--- src/rtl/dshot_pkg.sv ---
package dshot_pkg;
   localparam int VAL_W      = 11;
   localparam int FRAME_W    = 16;
   localparam int TICK_W     = 5;
   localparam int SLOT_TICKS = 20;
   localparam int ZERO_HIGH  = 7;
   localparam int ONE_HIGH   = 14;
   localparam int CMD_MAX    = 2000;
   localparam int CMD_MID    = 1000;
   localparam int VAL_OFS    = 47;

   typedef enum logic [1:0] {SEQ_IDLE, SEQ_SEND, SEQ_GAP} seq_state_e;

   // clamp, optional reversible remap, then offset of nonzero values
   function automatic logic [VAL_W-1:0] map_cmd(input logic [VAL_W-1:0] raw, input logic rev);
      logic [VAL_W-1:0] c;
      logic [VAL_W-1:0] m;
      c = (raw > VAL_W'(CMD_MAX)) ? VAL_W'(CMD_MAX) : raw;
      if (!rev)                    m = c;
      else if (c < VAL_W'(CMD_MID)) m = VAL_W'(CMD_MAX) - c;
      else if (c > VAL_W'(CMD_MID)) m = c - VAL_W'(CMD_MID);
      else                         m = '0;
      return (m == '0) ? '0 : m + VAL_W'(VAL_OFS);
   endfunction

   function automatic logic [FRAME_W-1:0] pack_frame(input logic [VAL_W-1:0] v, input logic tlm);
      logic [11:0] w;
      w = {v, tlm};
      return {w, w[3:0] ^ w[7:4] ^ w[11:8]};
   endfunction
endpackage

--- src/rtl/dshot_rate_div.sv ---
module dshot_rate_div #(
   parameter int BASE_DIV = 1
) (
   input  logic       clk,
   input  logic       rst_n,
   input  logic       run,
   input  logic [1:0] rate,
   output logic       tick_en
);
   localparam int CNT_W = $clog2(BASE_DIV * 8) + 1;

   generate
      if (BASE_DIV < 1) begin : g_bad_div
         $error("BASE_DIV must be at least 1");
      end
   endgenerate

   logic [CNT_W-1:0] cnt;
   logic [CNT_W-1:0] lim;

   assign lim     = CNT_W'(BASE_DIV) << (2'd3 - rate);
   assign tick_en = run && (cnt == lim - CNT_W'(1));

   always_ff @(posedge clk or negedge rst_n) begin
      if (!rst_n)                cnt <= '0;
      else if (!run || tick_en)  cnt <= '0;
      else                       cnt <= cnt + CNT_W'(1);
   end
endmodule

--- src/rtl/dshot_seq.sv ---
module dshot_seq
   import dshot_pkg::*;
#(
   parameter int PRE_SLOTS      = 2,
   parameter int GAP_W          = 8,
   parameter int REFRESH_CYCLES = 20000,
   parameter int BASE_DIV       = 1,
   localparam int LAST_SLOT     = PRE_SLOTS + FRAME_W - 1,
   localparam int SLOT_W        = $clog2(LAST_SLOT + 1)
) (
   input  logic              clk,
   input  logic              rst_n,
   input  logic              req,
   input  logic              armed,
   input  logic [1:0]        rate_sel,
   input  logic [GAP_W-1:0]  gap_len,
   output logic              start_o,
   output logic              busy_o,
   output logic              sending_o,
   output logic              in_gap_o,
   output logic [SLOT_W-1:0] slot_o,
   output logic [TICK_W-1:0] tick_o
);
   localparam int IDLE_W = $clog2(REFRESH_CYCLES + 1);

   seq_state_e        state;
   logic [1:0]        rate_q;
   logic [SLOT_W-1:0] slot;
   logic [TICK_W-1:0] tick;
   logic [GAP_W-1:0]  gap_cnt;
   logic [IDLE_W-1:0] idle_cnt;
   logic              tick_en;
   logic              refresh_due;

   assign refresh_due = armed && (idle_cnt == IDLE_W'(REFRESH_CYCLES - 1));
   assign start_o     = (state == SEQ_IDLE) && (req || refresh_due);
   assign busy_o      = (state != SEQ_IDLE);
   assign sending_o   = (state == SEQ_SEND);
   assign in_gap_o    = (state == SEQ_GAP);
   assign slot_o      = slot;
   assign tick_o      = tick;

   dshot_rate_div #(.BASE_DIV(BASE_DIV)) u_div (
      .clk     (clk),
      .rst_n   (rst_n),
      .run     (sending_o),
      .rate    (rate_q),
      .tick_en (tick_en)
   );

   always_ff @(posedge clk or negedge rst_n) begin
      if (!rst_n) begin
         state    <= SEQ_IDLE;
         rate_q   <= '0;
         slot     <= '0;
         tick     <= '0;
         gap_cnt  <= '0;
         idle_cnt <= '0;
      end else begin
         case (state)
            SEQ_IDLE: begin
               if (start_o) begin
                  state    <= SEQ_SEND;
                  slot     <= '0;
                  tick     <= '0;
                  rate_q   <= rate_sel;
                  idle_cnt <= '0;
               end else if (armed) begin
                  idle_cnt <= idle_cnt + IDLE_W'(1);
               end
            end
            SEQ_SEND: begin
               if (tick_en) begin
                  if (tick == TICK_W'(SLOT_TICKS - 1)) begin
                     tick <= '0;
                     if (slot == SLOT_W'(LAST_SLOT)) begin
                        state   <= SEQ_GAP;
                        gap_cnt <= '0;
                     end else begin
                        slot <= slot + SLOT_W'(1);
                     end
                  end else begin
                     tick <= tick + TICK_W'(1);
                  end
               end
            end
            SEQ_GAP: begin
               if (gap_cnt >= gap_len) state   <= SEQ_IDLE;
               else                    gap_cnt <= gap_cnt + GAP_W'(1);
            end
            default: state <= SEQ_IDLE;
         endcase
      end
   end

   // slot and tick counters stay inside the frame layout
   assert_slot_range_R2: assert property (@(posedge clk) disable iff (!rst_n)
      sending_o |-> (slot <= SLOT_W'(LAST_SLOT)) && (tick < TICK_W'(SLOT_TICKS)));

   // a frame only begins after a command has been seen
   assert_refresh_needs_arm_R11: assert property (@(posedge clk) disable iff (!rst_n)
      $rose(busy_o) |-> ($past(req) || $past(armed)));
endmodule

--- src/rtl/dshot_lane.sv ---
module dshot_lane
   import dshot_pkg::*;
#(
   parameter int PRE_SLOTS = 2,
   parameter int SLOT_W    = 5
) (
   input  logic               clk,
   input  logic               rst_n,
   input  logic               load,
   input  logic [FRAME_W-1:0] frame_in,
   input  logic               sending,
   input  logic [SLOT_W-1:0]  slot,
   input  logic [TICK_W-1:0]  tick,
   output logic               line_o
);
   localparam int LAST_SLOT = PRE_SLOTS + FRAME_W - 1;

   logic [FRAME_W-1:0] frame_q;
   logic               in_data;
   logic [3:0]         pos;
   logic               bit_v;
   logic [TICK_W-1:0]  high_lim;
   logic               line_q;

   generate
      if (PRE_SLOTS == 0) begin : g_no_lead
         assign in_data = 1'b1;
      end else begin : g_lead
         assign in_data = (slot >= SLOT_W'(PRE_SLOTS));
      end
   endgenerate

   assign pos      = 4'(SLOT_W'(LAST_SLOT) - slot);
   assign bit_v    = frame_q[pos];
   assign high_lim = bit_v ? TICK_W'(ONE_HIGH) : TICK_W'(ZERO_HIGH);
   assign line_o   = line_q;

   always_ff @(posedge clk or negedge rst_n) begin
      if (!rst_n) begin
         frame_q <= '0;
         line_q  <= 1'b0;
      end else begin
         if (load) frame_q <= frame_in;
         line_q <= sending && in_data && (tick < high_lim);
      end
   end

   // every pulse begins at the first tick of its slot
   assert_rise_at_slot_start_R2: assert property (@(posedge clk) disable iff (!rst_n)
      $rose(line_o) |-> ($past(tick) == '0));
endmodule

--- src/rtl/dshot_tx.sv ---
module dshot_tx
   import dshot_pkg::*;
#(
   parameter int LANES          = 4,
   parameter int PRE_SLOTS      = 2,
   parameter int GAP_W          = 8,
   parameter int REFRESH_CYCLES = 20000,
   parameter int BASE_DIV       = 1
) (
   input  logic                   clk,
   input  logic                   rst_n,
   input  logic                   cmd_valid,
   input  logic [LANES*VAL_W-1:0] throttle,
   input  logic [LANES-1:0]       telemetry_req,
   input  logic [LANES-1:0]       mode3d,
   input  logic                   safety_on,
   input  logic [LANES-1:0]       safety_exempt,
   input  logic [LANES*VAL_W-1:0] safe_value,
   input  logic [1:0]             rate_sel,
   input  logic [GAP_W-1:0]       gap_len,
   output logic [LANES-1:0]       dshot_o,
   output logic                   busy_o
);
   localparam int LAST_SLOT = PRE_SLOTS + FRAME_W - 1;
   localparam int SLOT_W    = $clog2(LAST_SLOT + 1);

   generate
      if (LANES < 1) begin : g_bad_lanes
         $error("LANES must be at least 1");
      end
      if (REFRESH_CYCLES < 2) begin : g_bad_refresh
         $error("REFRESH_CYCLES must be at least 2");
      end
   endgenerate

   logic [VAL_W-1:0]  thr_q [LANES];
   logic [LANES-1:0]  telem_q;
   logic              pend;
   logic              armed;
   logic              start;
   logic              sending;
   logic              in_gap;
   logic [SLOT_W-1:0] slot;
   logic [TICK_W-1:0] tick;

   always_ff @(posedge clk or negedge rst_n) begin
      if (!rst_n) begin
         for (int i = 0; i < LANES; i++) thr_q[i] <= '0;
         telem_q <= '0;
         pend    <= 1'b0;
         armed   <= 1'b0;
      end else begin
         if (cmd_valid) begin
            for (int i = 0; i < LANES; i++) thr_q[i] <= throttle[i*VAL_W +: VAL_W];
         end
         if (cmd_valid)  pend <= 1'b1;
         else if (start) pend <= 1'b0;
         telem_q <= (start ? '0 : telem_q) | (cmd_valid ? telemetry_req : '0);
         armed   <= armed | cmd_valid;
      end
   end

   dshot_seq #(
      .PRE_SLOTS      (PRE_SLOTS),
      .GAP_W          (GAP_W),
      .REFRESH_CYCLES (REFRESH_CYCLES),
      .BASE_DIV       (BASE_DIV)
   ) u_seq (
      .clk       (clk),
      .rst_n     (rst_n),
      .req       (pend),
      .armed     (armed),
      .rate_sel  (rate_sel),
      .gap_len   (gap_len),
      .start_o   (start),
      .busy_o    (busy_o),
      .sending_o (sending),
      .in_gap_o  (in_gap),
      .slot_o    (slot),
      .tick_o    (tick)
   );

   generate
      for (genvar g = 0; g < LANES; g++) begin : g_lane
         logic [VAL_W-1:0]   raw;
         logic [VAL_W-1:0]   val;
         logic [FRAME_W-1:0] frame;

         assign raw   = (safety_on && !safety_exempt[g]) ? safe_value[g*VAL_W +: VAL_W] : thr_q[g];
         assign val   = map_cmd(raw, mode3d[g]);
         assign frame = pack_frame(val, telem_q[g]);

         dshot_lane #(.PRE_SLOTS(PRE_SLOTS), .SLOT_W(SLOT_W)) u_lane (
            .clk      (clk),
            .rst_n    (rst_n),
            .load     (start),
            .frame_in (frame),
            .sending  (sending),
            .slot     (slot),
            .tick     (tick),
            .line_o   (dshot_o[g])
         );

         // the four nibbles of a well-formed frame XOR to zero
         assert_frame_checksum_R1: assert property (@(posedge clk) disable iff (!rst_n)
            start |-> ((frame[15:12] ^ frame[11:8] ^ frame[7:4] ^ frame[3:0]) == 4'h0));
      end
   endgenerate

   // held command is taken as soon as the block is free
   assert_pending_served_R10: assert property (@(posedge clk) disable iff (!rst_n)
      (pend && !busy_o) |=> busy_o);

   // lines stay low for the whole gap
   assert_gap_quiet_R9: assert property (@(posedge clk) disable iff (!rst_n)
      in_gap |-> (dshot_o == '0));

   // no pulse outside a busy window
   assert_line_in_frame_R8: assert property (@(posedge clk) disable iff (!rst_n)
      (dshot_o != '0) |-> busy_o);

   // all lanes rise together
   assert_lanes_together_R8: assert property (@(posedge clk) disable iff (!rst_n)
      ((dshot_o != '0) && ($past(dshot_o) == '0)) |-> (&dshot_o));
endmodule

--- config.mk ---
export PLATFORM = sky130hd
export DESIGN_NAME = dshot_tx
export DESIGN_NICKNAME = d
export VERILOG_FILES = /design/src/rtl/dshot_pkg.sv /design/src/rtl/dshot_rate_div.sv /design/src/rtl/dshot_seq.sv /design/src/rtl/dshot_lane.sv /design/src/rtl/dshot_tx.sv
export SDC_FILE = /design/constraint.sdc
export NUM_CORES = 1
export LEC_CHECK = 0
export BUFFER_PORTS_ARGS = -buffer_cell sky130_fd_sc_hd__buf_2
export CORE_AREA = 2 2 155 157
export DETAILED_ROUTE_END_ITERATION = 10
export DIE_AREA = 0 0 157 159
export GPL_TIMING_DRIVEN = 0
export PLACE_DENSITY = 0.71
export SYNTH_ARGS = -nofsm -noshare
export SYNTH_HDL_FRONTEND = slang
export SYNTH_SLANG_ARGS = --single-unit
--- constraint.sdc ---
create_clock -name clk -period 4.79 [get_ports clk]
set_input_delay 0.958 -clock clk [delete_from_list [all_inputs] [get_ports clk]]
set_output_delay 0.958 -clock clk [all_outputs]
set_load 0.01 [all_outputs]
**Word level (Yosys, flattened, before mapping)**

Cells that the tools add are included.
W data, S select, Z words.

- Bits in registers: 159
- Input bits: 114
- Output and inout bits: 5
- Logic and storage cells: 182

- Add/sub/neg operators: 20
- Magnitude comparators: 19
- Equality and inequality tests: 13
- Shift-type cells: 1
- Multiplexer cells: 62
- Bitwise operators: 10
- Reductions and logical operators: 35

Operator list:

| kind | number |
|---|---|
| $mux W11 | 24 |
| $add A11 B6 Y11 const B | 4 |
| $gt A11 B10 Y1 const B | 4 |
| $gt A11 B11 Y1 const B | 4 |
| $logic_not A11 Y1 | 4 |
| $lt A11 B10 Y1 const B | 4 |
| $sub A11 B10 Y11 const B | 4 |
| $sub A11 B11 Y11 const A | 4 |
| $mux W8 | 4 |
| $xor A4 B4 Y4 | 8 |
| $mux W15 | 2 |
| $mux W5 | 6 |
| $mux W4 | 7 |
| $lt A5 B5 Y1 | 4 |
| $pmux W5 S2 | 2 |
| $bmux W1 S4 | 4 |
| $pmux W8 S2 | 1 |
| $add A15 B1 Y15 const B | 1 |
| $eq A15 B15 Y1 const B | 1 |
| $reduce_and A5 Y1 | 3 |
| $logic_and A1 B1 Y1 | 12 |
| $ne A2 B2 Y1 const B | 6 |
| $add A5 B1 Y5 const B | 2 |
| $eq A5 B5 Y1 const B | 2 |
| other kinds (24) | 43 |

**Longest topological paths before layout**

Gate-level depths: netlist of the first run.

- Depth in word-level cells: 13
- Mapped depth: 24
- Gate-level depth less buffers: 20

**By module**

Synthesis of the first run repeated with hierarchy kept, for this count alone.

- Cells, all modules: 1,382
- Area, all modules: 13,176.4 um2

Modules (own cells, without submodules):

| module | times used | cells each | area each (um2) | sequential area each (um2) |
|---|---|---|---|---|
| dshot_tx | 1 | 901 | 7,267.0 | 1,251.2 |
| dshot_lane | 4 | 55 | 855.8 | 425.4 |
| dshot_seq | 1 | 240 | 2,247.2 | 925.9 |
| dshot_rate_div | 1 | 21 | 239.0 | 100.1 |

**Worst setup path before layout of the first run**

OpenSTA, ideal clock, no wires.

- Path type: input to register
- Start: input safety_exempt[3]
- End: register g_lane[3].u_lane.frame_q[1]
- Library setup time: 0.076 ns
- Arrival time: 5.076 ns
- Data required time: 4.714 ns
- Slack: -0.363 ns
- Cell stages on the path: 18
- Buffers on the path: 2
- Cells stage by stage: nand2b_1 buf_6 buf_6 mux2i_1 nand4_2 and2_1 ha_1 o41ai_4 o41ai_4 a211o_1 and2_4 ha_1 nor3b_1 o21a_1 nand3b_1 xnor2_1 xnor3_1 o21ai_1

- Longest elaborated chain between the ends: 13
- Elaborated cells on any way between the ends: 17
- Those cells by class: add/sub: 3; order compare: 3; mux: 6; bitwise: 2; reduce/logical: 3

RTL lines:

| item | line | RTL |
|---|---|---|
| start: declaration | dshot_tx.sv:17 | `input logic [LANES-1:0] safety_exempt,` |
| $logic_not A1 Y1 * | dshot_tx.sv:89 | `assign raw = (safety_on && !safety_exempt[g]) ? safe_value[g*VAL_W +: VAL_W] : thr_q[g];` |
| $logic_and A1 B1 Y1 * | dshot_tx.sv:89 |  |
| $mux W11 * | dshot_tx.sv:89 |  |
| $gt A11 B11 Y1 | dshot_pkg.sv:18 | `c = (raw > VAL_W'(CMD_MAX)) ? VAL_W'(CMD_MAX) : raw;` |
| $mux W11 * | dshot_pkg.sv:18 |  |
| $sub A11 B10 Y11 or $gt A11 B10 Y1 (tied branches) | dshot_pkg.sv:21 | `else if (c > VAL_W'(CMD_MID)) m = c - VAL_W'(CMD_MID);` |
| $mux W11 | dshot_pkg.sv:21 |  |
| $mux W11 | dshot_pkg.sv:20 | `else if (c < VAL_W'(CMD_MID)) m = VAL_W'(CMD_MAX) - c;` |
| $mux W11 * | dshot_pkg.sv:19 | `if (!rev) m = c;` |
| $add A11 B6 Y11 or $logic_not A11 Y1 (tied branches) | dshot_pkg.sv:23 | `return (m == '0) ? '0 : m + VAL_W'(VAL_OFS);` |
| $mux W11 * | dshot_pkg.sv:23 |  |
| $xor A4 B4 Y4 | dshot_pkg.sv:29 | `return {w, w[3:0] ^ w[7:4] ^ w[11:8]};` |
| $xor A4 B4 Y4 * | dshot_pkg.sv:29 |  |
| end signal: assignment | dshot_lane.sv:43 | `if (load) frame_q <= frame_in;` |
| end: declaration | dshot_lane.sv:18 | `logic [FRAME_W-1:0] frame_q;` |

Mark *: on every way between the ends. The rest lies on a longest branch, timed or not.
A chain may end at the register's enable or synchronous reset.

**Worst setup path in the final report of the first run**

- Start: input safety_on
- End: register g_lane[0].u_lane.frame_q[0]

- Longest elaborated chain between the ends: 12
- Elaborated cells on any way between the ends: 16
- Those cells by class: add/sub: 3; order compare: 3; mux: 6; bitwise: 2; reduce/logical: 2

RTL lines:

| item | line | RTL |
|---|---|---|
| start: declaration | dshot_tx.sv:16 | `input logic safety_on,` |
| $logic_and A1 B1 Y1 * | dshot_tx.sv:89 |  |
| $mux W11 * | dshot_tx.sv:89 |  |
| $gt A11 B11 Y1 | dshot_pkg.sv:18 |  |
| $mux W11 * | dshot_pkg.sv:18 |  |
| $sub A11 B10 Y11 or $gt A11 B10 Y1 (tied branches) | dshot_pkg.sv:21 |  |
| $mux W11 | dshot_pkg.sv:21 |  |
| $mux W11 | dshot_pkg.sv:20 |  |
| $mux W11 * | dshot_pkg.sv:19 |  |
| $add A11 B6 Y11 or $logic_not A11 Y1 (tied branches) | dshot_pkg.sv:23 |  |
| $mux W11 * | dshot_pkg.sv:23 |  |
| $xor A4 B4 Y4 | dshot_pkg.sv:29 |  |
| $xor A4 B4 Y4 * | dshot_pkg.sv:29 |  |
| end signal: assignment | dshot_lane.sv:43 |  |
| end: declaration | dshot_lane.sv:18 |  |

Marks and branches as above.

==> results of run 1 <==
[repair_timing]
action,CTS,global route
resized for setup,69,86
pin swaps,22,38
gates cloned,0,1
setup buffers,35,33
setup endpoints to repair,50,39
[state kept, by name, indices dropped and copies added, names as in the netlist, 5 cells and up]
signal and cells:
thr_q 44, u_seq.idle_cnt 15, u_seq.slot_o 5, u_seq.tick_o 5, g_lane.u_lane.frame_q 64, u_seq.gap_cnt 8
[through the flow]
stage | TNS (ps) | hold WS [ps]
6_report | 0 | 459
5_1_grt | -1290 | 495
4_1_cts | 0 | 479
3_5_place_dp | -41680 | 462
3_3_place_gp | -39190 | 456
2_1_floorplan | -20.8 | 441
[cell usage in the layout (no fill, tap or decap), drive strengths merged, types with 32 or more instances in the layout]
cell	netlist	layout
inv	57	66
xnor2	47	47
xor2	36	36
clkbuf	38	55
mux2	74	74
nand2	193	193
buf	20	204
nand3	42	42
o31ai	33	33
mux2i	61	61
nor3	32	32
a21oi	35	35
ha	44	44
o21ai	70	70
dfrtp	159	159
nor2	96	96
[worst max-delay path by stage]
stage	startpoint	slack (ps)	endpoint	cells past startpoint
after global placement	safety_on	-1270	g_lane[0].u_lane.frame_q[0]	21
after detailed placement	safety_on	-1210	g_lane[0].u_lane.frame_q[0]	21
final	safety_on	60	g_lane[0].u_lane.frame_q[0]	20
after floorplan	safety_exempt[3]	-20	g_lane[3].u_lane.frame_q[1]	18
after global routing	safety_on	-150	g_lane[0].u_lane.frame_q[0]	21
after CTS	safety_on	6	g_lane[3].u_lane.frame_q[0]	17
[cell type report]
type	instances	area, um2	share of cell area
clock buffer	18	439	0.0277
buffer	55	317	0.0200
sequential	159	3980	0.251
inverter	57	214	0.0135
clock inverter	14	166	0.0105
antenna	1	2.50	0.000158
tap	319	399	0.0252
timing repair buffer	186	1160	0.0734
multi-input combinational	1110	9170	0.579
[cells in the mapped netlist (5+ instances only)]
cell,n,share of area
and2_1,6,0.0030
o22ai_1,5,0.0025
a22o_1,11,0.0076
o211a_1,7,0.0055
a31o_2,10,0.0069
inv_1,57,0.017
o31ai_1,33,0.020
mux4_2,20,0.036
buf_4,5,0.0030
mux2i_1,59,0.047
nand2b_1,20,0.0099
a211oi_1,13,0.0077
dfrtp_1,159,0.31
o2111ai_1,5,0.0035
xnor2_1,46,0.032
a31oi_1,16,0.0079
nand3b_1,5,0.0030
nand3_1,42,0.017
ha_1,44,0.043
and4_1,5,0.0035
mux2_2,71,0.063
nor4_1,11,0.0054
buf_2,13,0.0051
o21a_1,10,0.0059
nor3_1,31,0.012
o21ai_1,9,0.0036
o41ai_1,5,0.0035
or2_2,6,0.0030
nand4_1,16,0.0079
nor3b_1,8,0.0047
or3_1,13,0.0064
clkbuf_1,38,0.011
a21oi_1,34,0.013
nor2_1,96,0.028
a21o_1,15,0.0089
nand2_1,192,0.057
xor2_1,36,0.025
nor4bb_1,7,0.0055
nor2b_1,7,0.0035
o21ai_0,60,0.024
and3_1,10,0.0049
o211ai_1,16,0.0095
o311ai_0,5,0.0035
[power groups by stage]
| stage | Combinational, mW | Clock [mW] | Sequential (mW) |
|---|---|---|---|
| 2_1_floorplan | 2.26 | 0 | 1.94 |
| 3_3_place_gp | 2.90 | 0 | 2.02 |
| 3_5_place_dp | 2.98 | 0 | 2.03 |
| 4_1_cts | 3.12 | 1.45 | 2.01 |
| 5_1_grt | 3.65 | 1.50 | 2.07 |
| 6_report | 3.31 | 1.43 | 2.02 |
[kinds of logic (layout without fill, tap and decap cells)]
kind of cell,after synthesis,after routing,share of synthesized area
buf+inv,115,330,0.0380
compound gates,322,322,0.189
fa+ha+maj,44,44,0.0435
simple gates,502,502,0.198
flops,159,159,0.314
mux,155,155,0.152
xor+xnor,87,87,0.0651
other cells,0,1,0
[per-layer routing]
| metal | vias to the layer above | share of wire |
|---|---|---|
| li1 | 5556 | - |
| met1 | 5745 | 0.43 |
| met2 | 415 | 0.49 |
| met3 | 72 | 0.052 |
| met4 | 0 | 0.029 |
| met5 | - | 0 |
==> out/results.ini, run 1 <==
[run_status]
status = completed

[logic_synthesis]
syn_area_per_cell_um2 = 9.15
ys.warnings.count = 0
syn_inst = 1384
ys_seq_area_frac = 0.314
ys_seq_elements = 159
ys_types = 94
synth_edf_count = 0
synth_area_mm2 = 0.0127
ys.flop_type = dfrtp_1
syn_nets = 1542
synthArstFlopShare = 1.00

[floorplan]
boundaryPins = 119
dieArea_mm2 = 0.0250
die_x_um = 157
start_util = 0.546
coreArea_mm2 = 0.0232
row_count = 56
die_height_um = 159

[power_and_ir_drop]
p_total_mw = 6.76
p_seq_frac = 0.299
p_clk_frac = 0.211
powerDensity_mw_per_mm2 = 427
power_frac_comb = 0.489
switching_share = 0.418
switching_power_mw = 2.83
irDropWorstVdd_mv = 0.277
power_leakage_nw = 6.96
p_int_mw = 3.94

[placed_design]
pre_cts_slack_ps = -1210
gp_congestion = 0.931
hpwl_um = 25300
portBuffers = 116
dp_cells = 1820
placed_area_mm2 = 0.0139

[worst_setup_path]
r2r_setup_slack_ps = 520
start_kind = primary input
cp_common_cell = buf_8
timing.rr.start = thr_q[17]
path_delay_family = simple AND/OR/NAND/NOR gates
rr_endpoint = g_lane[2].u_lane.frame_q[0]
path_buf_inv = 3
r2r_cells = 20
critPathArrivalTime_ps = 5030
path_cells = buf_8 -> buf_8 -> or4b_2 -> o31ai_2 -> a21oi_2 -> o21ai_4 -> nand2_2 -> ha_2 -> nor4bb_2 -> a31o_2 -> a31o_4 -> buf_4 -> o21ai_0 -> or3_4 -> o211a_4 -> a31oi_4 -> xnor3_1 -> nor2_2 -> xnor2_1 -> o21ai_1
endpoint_kind = flop
critical_path_peak_fanout = 6
crit_path_top_delay_cell = or4b_2
required_ps = 5090
worstSetupPathType = in2reg
max_stage_delay_ps = 590

[grt]
antenna_found_initial = 0
use_met2 = 0.467
grt_max_degree = 96
use_met3 = 0.0427
grt_pass1_wl_um = 57400
top_usage_layer = met2
grt_overflow = 0
grt_pass1_vias = 11500
grtUsageMet1 = 0.374
grtUsageTotal = 0.283

[timing]
fmax_ghz = 0.211
post-route-min-period_ps = 4730
fin_crit_sh = 0.988
finClkSkew_ps = 10.7
setup_viol = 0
maxSlewHeadroom = 0.342
tightest_slew_ps = 960
finalMaxSlewViolations = 0
hold_violations = 0
fin_ws_ps = 58.1

[routing]
vias = 11800
drc = 0
wl_per_cell_um = 18.6
ant_nets = 0
drt-initial-drc-count = 671
vias_per_cell = 6.14
routed_wl_um = 35700
first_pass_iters = 5

[cts]
cts_tree = yes
clkTransAtPathRegs_ps = 70
cts_made_buffers = 17
clk_path_buf_depth = 2
clockRootBuffer = clkbuf_16
cts.sinks = 159
postCtsHoldBufs = 0
h-tree-depth = 4
insertion_delay_ps = 440

[layout]
drive_gt1_frac = 0.308
num-fill-cells = 1836
fin_cells = 1919
final_core_util = 0.684
nNetsFinal = 1744
syn_to_final_growth_pct = 25.2
design_area_mm2 = 0.0159

[worst_hold_path]
hold_class = in2async

[flow_run]
cap_violations = 0

Note: power is estimated with default switching activity, not from simulation.
==> run 2: changes to the inputs <==
- CORE_AREA: 2 2 155 157 -> 2 2 164 166
- DIE_AREA: 0 0 157 159 -> 0 0 166 168
- PLACE_DENSITY: 0.71 -> 0.64
- SLEW_MARGIN: default -> 10
- clock period: 4.79 -> 4.6 ns (I/O delays scaled with it)
==> run 2 against run 1 <==
Register-to-register slack lost 140 ps; core utilization shrank 5.6 points; clock skew grew 2.9 ps; sequential cell count is the same; non-clock buffer count grew 56; clock power is essentially flat; critical path depth grew 1; via count grew 0.74%; die area grew 12%.
==> out/results.ini, run 2 (synthesized netlist as in run 1, its figures left out) <==
[run_status]
status = completed

[worst_setup_path]
crit_path_top_delay_cell = or4b_4
path_cells = buf_6 -> nand2b_4 -> buf_12 -> mux2_4 -> or4b_4 -> a21oi_4 -> inv_2 -> ha_4 -> nor4bb_4 -> mux2i_2 -> nand3_2 -> o21ai_4 -> buf_6 -> a221oi_2 -> o22ai_2 -> nand3_2 -> buf_4 -> nor3_1 -> a21oi_1 -> xnor2_1 -> o31ai_1
cp-startpoint = safety_exempt[2]
critPathArrivalTime_ps = 4930
endpoint_kind = flop
required_ps = 4940
max_stage_delay_ps = 600
timing.rr.start = thr_q[13]
worstSetupPathType = in2reg
critical_path_peak_fanout = 6
start_kind = primary input

[layout]
drive_gt1_frac = 0.347
largest_register = g_lane.u_lane.frame_q
layout_commonest_cell = nand2_1
layout_common_cells = 189 x nand2_1, 159 x dfrtp_1, 123 x buf_4, 116 x buf_2, 91 x nor2_1
top_regs = g_lane.u_lane.frame_q: 64 flops, thr_q: 44 flops, u_seq.idle_cnt: 15 flops
num-fill-cells = 2202
fin_cells = 1996
largest_reg_flops = 64
num_antenna_cells = 0
final_core_util = 0.627
nNetsFinal = 1800
design_area_mm2 = 0.0165
syn_to_final_growth_pct = 30.6

[cts]
cts_made_buffers = 17
h-tree-depth = 4
clkTransAtPathRegs_ps = 80
cts_tree = yes
postCtsHoldBufs = 0
insertion_delay_ps = 440
clk_path_buf_depth = 2
cts.sinks = 159
clockRootBuffer = clkbuf_16

[grt]
grtUsageMet1 = 0.346
use_met3 = 0.0343
grt_pass1_wl_um = 58000
grt_overflow = 0
grtUsageTotal = 0.253
antenna_found_initial = 0
use_met2 = 0.419
top_usage_layer = met2
grt_max_degree = 84
grt_pass1_vias = 11300

[timing]
rsz0062_at_grt = true
post-route-min-period_ps = 4580
whs_ps = 459
fmax_ghz = 0.218
setup_viol = 0
tightest_slew_ps = 1000
hold_violations = 0
fin_crit_sh = 0.997
finClkSkew_ps = 13.6
finalMaxSlewViolations = 0
fin_ws_ps = 15.6
maxSlewHeadroom = 0.313
tns_ps = 0

[power_and_ir_drop]
irDropWorstVdd_mv = 0.287
powerDensity_mw_per_mm2 = 433
power_leakage_nw = 7.28
p_total_mw = 7.16

[routing]
routed_wl_um = 36700
drt-initial-drc-count = 815
wl_per_cell_um = 18.4
ant_nets = 0
vias_per_cell = 5.95
drc = 0
vias = 11900
first_pass_iters = 7

[placed_design]
dp_cells = 1842
hpwl_um = 25600
gp_congestion = 0.904
placed_area_mm2 = 0.0141
pre_cts_slack_ps = -1160
portBuffers = 116

[floorplan]
die_x_um = 166
dieArea_mm2 = 0.0279
start_util = 0.481
boundaryPins = 119
die_height_um = 168
coreArea_mm2 = 0.0264
row_count = 60

[worst_hold_path]
hold_class = in2async

[flow_run]
cap_violations = 0

==> run 2: cell types whose count changed in the layout (fill, tap and decap cells not counted), moves of 3 or more <==
cell    before  now
inv_2        2    6
inv_1       55   50
nor3_2       1    4
buf_4       77  123
ha_1        35   32
buf_6        4   10
xor2_1      30   33
ha_4         3    6
buf_12       1    5
==> run 2: area by class of cell <==
type	instances	area, um2	share of cell area
multi-input cells	1110	9330	0.564
flip-flops and latches	159	3980	0.241
repair buffers	243	1660	0.101
clock buffers	18	439	0.0266
well taps	341	427	0.0258
plain buffers	54	332	0.0201
inverters	57	216	0.0131
clock inverters	14	146	0.00885
==> run 2: timing repair <==
action / in CTS / in global routing
gates resized for setup: 78 / 89
setup endpoints to repair: 51 / 37
setup buffers: 50 / 75
pin swaps: 39 / 66
gates cloned: 1 / 2
==> run 2: path summary, 6_finish.rpt <==
check,end,slack [ps],cells after the start
min reg2reg,g_lane[1].u_lane.frame_q[10],470,2
min,thr_q[39],460,1
min in group clk,g_lane[1].u_lane.frame_q[10],470,2
max reg2reg,g_lane[2].u_lane.frame_q[2],380,19
max,g_lane[2].u_lane.frame_q[2],20,21
max in group asynchronous,thr_q[29],3260,2
==> run 2: metal layers <==
layer  vias to the layer above  part of all wire
li1                       5646                 -
met1                      5841              0.45
met2                       348              0.48
met3                        40             0.050
met4                         0             0.017
met5                         -                 0
==> run 2: critical path, delay by kind of cell <==
family	cells	cell delay, ps
AO/OA/AOI/OAI	6	1040
buffers and inverters	5	600
multiplexers	2	650
AND/OR/NAND/NOR	6	1390
adder cells (fa/ha/maj)	1	170
XOR/XNOR	1	140
==> run 2: report_power, final <==
| group | internal (mW) | leakage [nW] | switching (mW) |
|---|---|---|---|
| clock network | 0.780 | 0.276 | 0.675 |
| registers | 1.81 | 1.98 | 0.293 |
| logic | 1.61 | 5.02 | 1.99 |
| total | 4.20 | 7.28 | 2.96 |
